**config.mk**
```make
export PLATFORM = sky130hd
export DESIGN_NAME = cond_eval
export DESIGN_NICKNAME = d
export VERILOG_FILES = /design/src/rtl/cond_eval_pkg.sv /design/src/rtl/cond_match.sv /design/src/rtl/cond_policy.sv /design/src/rtl/cond_eval.sv
export SDC_FILE = /design/constraint.sdc
export NUM_CORES = 1
export LEC_CHECK = 0
export BUFFER_PORTS_ARGS = -buffer_cell sky130_fd_sc_hd__buf_2
export CAP_MARGIN = 20
export CORE_ASPECT_RATIO = 0.8
export CORE_UTILIZATION = 13
export DETAILED_ROUTE_END_ITERATION = 8
export HOLD_SLACK_MARGIN = 0.08
export PLACE_DENSITY = 0.72
export RECOVER_POWER = 25
export SLEW_MARGIN = 20
export SYNTH_ARGS = -nofsm -noshare
export SYNTH_HDL_FRONTEND = slang
export SYNTH_SLANG_ARGS = --single-unit
```
**constraint.sdc**
```tcl
create_clock -name clk_i -period 1.3 [get_ports clk_i]
set_clock_uncertainty 0.15 [all_clocks]
set_input_delay 0.065 -clock clk_i [delete_from_list [all_inputs] [get_ports clk_i]]
set_output_delay 0.065 -clock clk_i [all_outputs]
set_load 0.01 [all_outputs]
```
**src/rtl/cond_eval_pkg.sv**
```systemverilog
package cond_eval_pkg;

    // Policy code carried in each 2-bit field of the command word
    typedef enum logic [1:0] {
        POL_NEVER    = 2'd0,
        POL_IF_MATCH = 2'd1,
        POL_IF_MISS  = 2'd2,
        POL_ALWAYS   = 2'd3
    } policy_e;

    // Field index: policy g sits at command bits [2g+1:2g]
    localparam int IDX_WAIT = 0;
    localparam int IDX_BR   = 1;
    localparam int IDX_IRQ  = 2;
    localparam int NUM_POL  = 3;
    localparam int POL_W    = 2;

    typedef struct packed {
        logic irq;
    } irq_state_t;

    typedef struct packed {
        logic irq;
        logic br;
        logic wt;
    } verdict_t;

endpackage

```
**src/rtl/cond_match.sv**
```systemverilog
module cond_match #(
    parameter int COND_W = 4
) (
    input  logic [COND_W-1:0] stat_i,
    input  logic [COND_W-1:0] mask_i,
    input  logic [COND_W-1:0] value_i,
    output logic              hit_o
);
    // Masked compare; an all-zero mask always matches
    always_comb begin
        hit_o = ((stat_i & mask_i) == (value_i & mask_i));
    end
endmodule

```
**src/rtl/cond_policy.sv**
```systemverilog
module cond_policy
    import cond_eval_pkg::*;
(
    input  policy_e pol_i,
    input  logic    hit_i,
    output logic    take_o
);
    always_comb begin
        unique case (pol_i)
            POL_NEVER:    take_o = 1'b0;
            POL_IF_MATCH: take_o = hit_i;
            POL_IF_MISS:  take_o = !hit_i;
            POL_ALWAYS:   take_o = 1'b1;
            default:      take_o = 1'b0;
        endcase
    end
endmodule

```
**src/rtl/cond_eval.sv**
```systemverilog
module cond_eval
    import cond_eval_pkg::*;
#(
    parameter int STAT_W  = 8,
    parameter int SEL_W   = 32,
    parameter int COND_W  = 4,
    parameter int MASK_LO = 16
) (
    input  logic                     clk_i,
    input  logic                     rst_ni,
    input  logic                     eval_i,
    input  logic [NUM_POL*POL_W-1:0] ctl_i,
    input  logic [SEL_W-1:0]         irq_sel_i,
    input  logic [SEL_W-1:0]         br_sel_i,
    input  logic [SEL_W-1:0]         wait_sel_i,
    input  logic [STAT_W-1:0]        dev_stat_i,
    input  logic                     irq_ack_i,
    output logic                     irq_take_o,
    output logic                     branch_o,
    output logic                     wait_o,
    output logic                     irq_o
);
    localparam int MASK_HI = MASK_LO + COND_W - 1;

    logic [SEL_W-1:0]  sel_arr [NUM_POL];
    logic [NUM_POL-1:0] hit;
    logic [NUM_POL-1:0] raw_take;
    logic [COND_W-1:0]  stat_low;

    assign sel_arr[IDX_WAIT] = wait_sel_i;
    assign sel_arr[IDX_BR]   = br_sel_i;
    assign sel_arr[IDX_IRQ]  = irq_sel_i;
    assign stat_low          = dev_stat_i[COND_W-1:0];

    // One matcher and one policy decoder per decision, each on its own select
    for (genvar g = 0; g < NUM_POL; g++) begin : g_pol
        cond_match #(.COND_W(COND_W)) i_match (
            .stat_i  (stat_low),
            .mask_i  (sel_arr[g][MASK_HI:MASK_LO]),
            .value_i (sel_arr[g][COND_W-1:0]),
            .hit_o   (hit[g])
        );
        cond_policy i_policy (
            .pol_i   (policy_e'(ctl_i[g*POL_W +: POL_W])),
            .hit_i   (hit[g]),
            .take_o  (raw_take[g])
        );
    end

    // Bits of the select registers and status outside the used fields
    logic unused_bits;
    assign unused_bits = ^{dev_stat_i, irq_sel_i, br_sel_i, wait_sel_i};

    irq_state_t st_d, st_q;
    verdict_t   vd;

    always_comb begin
        vd    = '0;
        st_d  = st_q;
        if (eval_i) begin
            vd.wt  = raw_take[IDX_WAIT];
            vd.br  = raw_take[IDX_BR]  && !raw_take[IDX_WAIT];
            vd.irq = raw_take[IDX_IRQ] && !raw_take[IDX_WAIT];
        end
        if (irq_ack_i) st_d.irq = 1'b0;
        if (vd.irq)    st_d.irq = 1'b1;   // new request beats acknowledge
    end

    always_ff @(posedge clk_i or negedge rst_ni) begin
        if (!rst_ni) st_q <= '0;
        else         st_q <= st_d;
    end

    assign irq_take_o = vd.irq;
    assign branch_o   = vd.br;
    assign wait_o     = vd.wt;
    assign irq_o      = st_q.irq;

    // ---------------- assertions ----------------
    assert_idle_quiet_R7: assert property (@(posedge clk_i) disable iff (!rst_ni)
        !eval_i |-> (!irq_take_o && !branch_o && !wait_o));

    assert_wait_blocks_R8: assert property (@(posedge clk_i) disable iff (!rst_ni)
        wait_o |-> (!irq_take_o && !branch_o));

    assert_never_wait_R2: assert property (@(posedge clk_i) disable iff (!rst_ni)
        (ctl_i[1:0] == 2'd0) |-> !wait_o);

    assert_always_wait_R2: assert property (@(posedge clk_i) disable iff (!rst_ni)
        (eval_i && ctl_i[1:0] == 2'd3) |-> wait_o);

    assert_zero_mask_R6: assert property (@(posedge clk_i) disable iff (!rst_ni)
        (eval_i && wait_sel_i[MASK_HI:MASK_LO] == '0 && ctl_i[1:0] == 2'd2) |-> !wait_o);

    assert_irq_set_R9: assert property (@(posedge clk_i) disable iff (!rst_ni)
        irq_take_o |=> irq_o);

    assert_irq_clear_R9: assert property (@(posedge clk_i) disable iff (!rst_ni)
        (irq_ack_i && !irq_take_o) |=> !irq_o);

    assert_irq_hold_R9: assert property (@(posedge clk_i) disable iff (!rst_ni)
        (!irq_ack_i && !irq_take_o) |=> $stable(irq_o));

    assert_set_wins_R10: assert property (@(posedge clk_i) disable iff (!rst_ni)
        (irq_ack_i && irq_take_o) |=> irq_o);

    always_ff @(posedge clk_i) begin
        if (!rst_ni) assert_reset_low_R11: assert (!irq_o);
    end

endmodule

```
==> flow_summary.yaml <==
outcome:
  outcome: "finished with violations"
  violated_checks: "setup timing"
drt:
  drc: 0
  vias_per_cell: 3.876
  detail_route.first_pass.iterations: 2
  final_antenna_net_count: 0
  wl_per_cell_um: 11.89
  via_count: 376
  dr.first_iter.drc_count: 2
  total_wirelength_of_the_detailed_routed_design_um: 1153
sta:
  final-setup-viol-count: 4
  clock.fmax_mhz: 614.8
  timing.final.max_slew_violations: 0
  hold_violations: 0
  worst_slew_margin_rel_pct: 79.83
  worstMarginPinSlew_ns: 0.2942
  rsz0062_at_grt: "true"
  final_min_period_over_clock_period_pct: 125.1
  final.min_clock_period_ns: 1.626
  final_critical_path_setup_slack_ns: -0.3264
clock_tree:
  postCtsSetupBuffers: 0
  worstSkewPairLatency_ns: 0
  clkTransAtPathRegs_ns: 0
setup_path:
  worst_r2r_path_depth: 2
  critPathMaxFanout: 4
  reg2reg_to: "irq_o"
  timing.critical_path.slowest_stage_cell: "sky130_fd_sc_hd__mux2_4"
  crit_path_cell_trace: "buf_6 -> xor2_1 -> a22o_2 -> a221oi_2 -> mux2_4 -> o32ai_2"
  worst-setup-path-type: "in2reg"
  critPathRequiredTime_ns: 1.05
  crit_arrival_ns: 1.38
  critical_path.endpoint_type: "register"
  critical-path-max-stage-delay_ns: 0.36
  setup_slack_of_the_worst_register_to_register_path_ns: 0.54
  crit_path_start_kind: "input pin"
  worstReg2RegStart: "irq_o"
die:
  core-area_sq_um: 1944
  die_height_um: 43.35
  die_area_sq_um: 2327
  boundaryPins: 118
  initial_core_util_pct: 14.29
  die_x_um: 53.68
  fp-row-count: 14
place:
  io_buffers: 41
  place_congestion: 0.7009
  hpwl_um: 1063
  placement.cell_area_sq_um: 545.5
power:
  share_comb_of_total_power_pct: 84.4
  power_per_cell_area_nw_per_um2: 418.0
  power.sequential.fraction_pct: 15.6
  switching_share_pct: 36.50
  power.static_leakage_nw: 0.3129
  power_frac_clock_pct: 0
  p_sw_w: 0.00008799
  internal-power_w: 0.0001531
  fin_total_pwr_w: 0.0002411
  worst_ir_drop_vdd_mv: 0.1233
worst_hold_path:
  hold_end: "irq_o"
  hold_crit_depth: 2
  worst_hold_path_type: "in2reg"
  worstHoldStart: "irq_ack_i"
job:
  total_of_max_cap_violations: 0
final_layout:
  postLayoutCellArea_sq_um: 576.8
  layout-area-overhead-vs-synth_pct: 107.7
  layout-drive-gt1-share_pct: 72.60
  diodes: 0
  finalNetCount: 189
  num-fill-cells: 224
  max_ffs_per_register: 1
grt:
  grt_antenna_before_repair: 0
  grt_max_degree: 5
  number_of_global_route_vias_before_repair: 442
  grt.total_usage_pct: 10.40
  global_route_wire_length_before_repair_um: 1780
  grt_remaining_overflow: 0
synth:
  yosysWarnings: 0
  synth-seq-cells: 1
  synth_nets: 142
  synth_cell_type_count: 11
  syn_inst: 28
  synthesis.area_sq_um: 277.8
  synth_sequential_area_ratio_pct: 9.009
  avgSynthCellArea_sq_um: 9.920
## layout by cell type, fill, tap and decap left out, types with 2 or more instances in the layout
master / instances
sky130_fd_sc_hd__a221oi_2: 3
sky130_fd_sc_hd__a22o_1: 2
sky130_fd_sc_hd__buf_2: 38
sky130_fd_sc_hd__buf_4: 3
sky130_fd_sc_hd__buf_6: 3
sky130_fd_sc_hd__inv_1: 2
sky130_fd_sc_hd__mux2i_1: 2
sky130_fd_sc_hd__nor3_2: 2
sky130_fd_sc_hd__xor2_1: 12
## per-stage QoR
stage	utilization, %	setup WS, ns	hold slack [ns]	TNS [ns]	instances
floorplan	-	-0.1544	-0.3806	-0.4478	28
global placement	28.06	-0.3264	-0.3093	-1.289	96
detailed placement	28.06	-0.3519	-0.3078	-1.387	96
CTS	29.67	-0.3276	0.1214	-1.248	97
global route	29.67	-0.3836	0.1227	-1.500	97
finish	29.67	-0.3264	0.1164	-1.249	97
## cell type report
| cell class | count | area, sq um | area share, % |
|---|---|---|---|
| sequential | 1 | 25.02 | 4.338 |
| inverter | 2 | 7.507 | 1.302 |
| timing repair buffer | 45 | 256.5 | 44.47 |
| multi-input combinational | 25 | 257.7 | 44.69 |
| tap | 24 | 30.03 | 5.206 |
## worst max-delay path: cells and delay by family
kind                      cells  cell delay, ns
AOI/OAI and AO/OA             3            0.70
xor gates and xnor gates      1            0.15
buffers and inverters         1            0.09
muxes                         1            0.36
## synthesized netlist by cell type
library cell | instances | share of area [%]
sky130_fd_sc_hd__a221oi_2 | 3 | 16
sky130_fd_sc_hd__a22o_1 | 2 | 6.3
sky130_fd_sc_hd__a22o_2 | 1 | 3.6
sky130_fd_sc_hd__and2_1 | 1 | 2.3
sky130_fd_sc_hd__dfrtp_1 | 1 | 9.0
sky130_fd_sc_hd__inv_1 | 2 | 2.7
sky130_fd_sc_hd__mux2_4 | 1 | 5.4
sky130_fd_sc_hd__mux2i_1 | 2 | 7.2
sky130_fd_sc_hd__nor3_1 | 2 | 3.6
sky130_fd_sc_hd__o32ai_2 | 1 | 5.9
sky130_fd_sc_hd__xor2_1 | 12 | 38
## routing by layer
layer | track usage (%) | wire length (um) | part of all wire [%]
met1 | 9.110 | 346 | 30
met2 | 23.95 | 727 | 63
met3 | 1.754 | 78 | 6.8
met4 | 0 | 0 | 0
met5 | 0 | 0 | 0
## power by group through the flow
stage / sequential, W / combinational, W / clock [W]
after global placement: 0.0000375 / 0.000187 / 0
after CTS: 0.0000376 / 0.000206 / 0
after detailed placement: 0.0000376 / 0.000193 / 0
after global routing: 0.0000383 / 0.000220 / 0
final: 0.0000376 / 0.000204 / 0
after floorplan: 0.0000397 / 0.0000929 / 0
## how the worst max path moves through the flow
stage	start	endpoint	slack, ns
global placement	dev_stat_i[3]	wait_o	-0.33
CTS	wait_sel_i[3]	irq_o	-0.33
detailed placement	dev_stat_i[3]	branch_o	-0.35
floorplan	dev_stat_i[3]	irq_o	-0.15
finish	wait_sel_i[3]	irq_o	-0.33
global route	wait_sel_i[3]	irq_take_o	-0.38
## logic make-up (layout without fill, tap and decap cells)
kind of cell    after synthesis  count (layout)  share of synthesized area (%)
buf+inv                       2              47                          2.704
simple gates                  3               3                          5.857
mux                           3               3                          12.61
compound gates                7               7                          31.98
xor+xnor                     12              12                          37.84
flops                         1               1                          9.008
## timing repair
item                       in CTS  in global routing
hold buffers                    1                  0
setup endpoints to repair       4                  4
pin swaps                       6                  0
cloned                          0                  0
hold endpoints to repair        1                  0
gates resized for setup         4                  0
No activity file was read; power rests on OpenSTA's default activity.
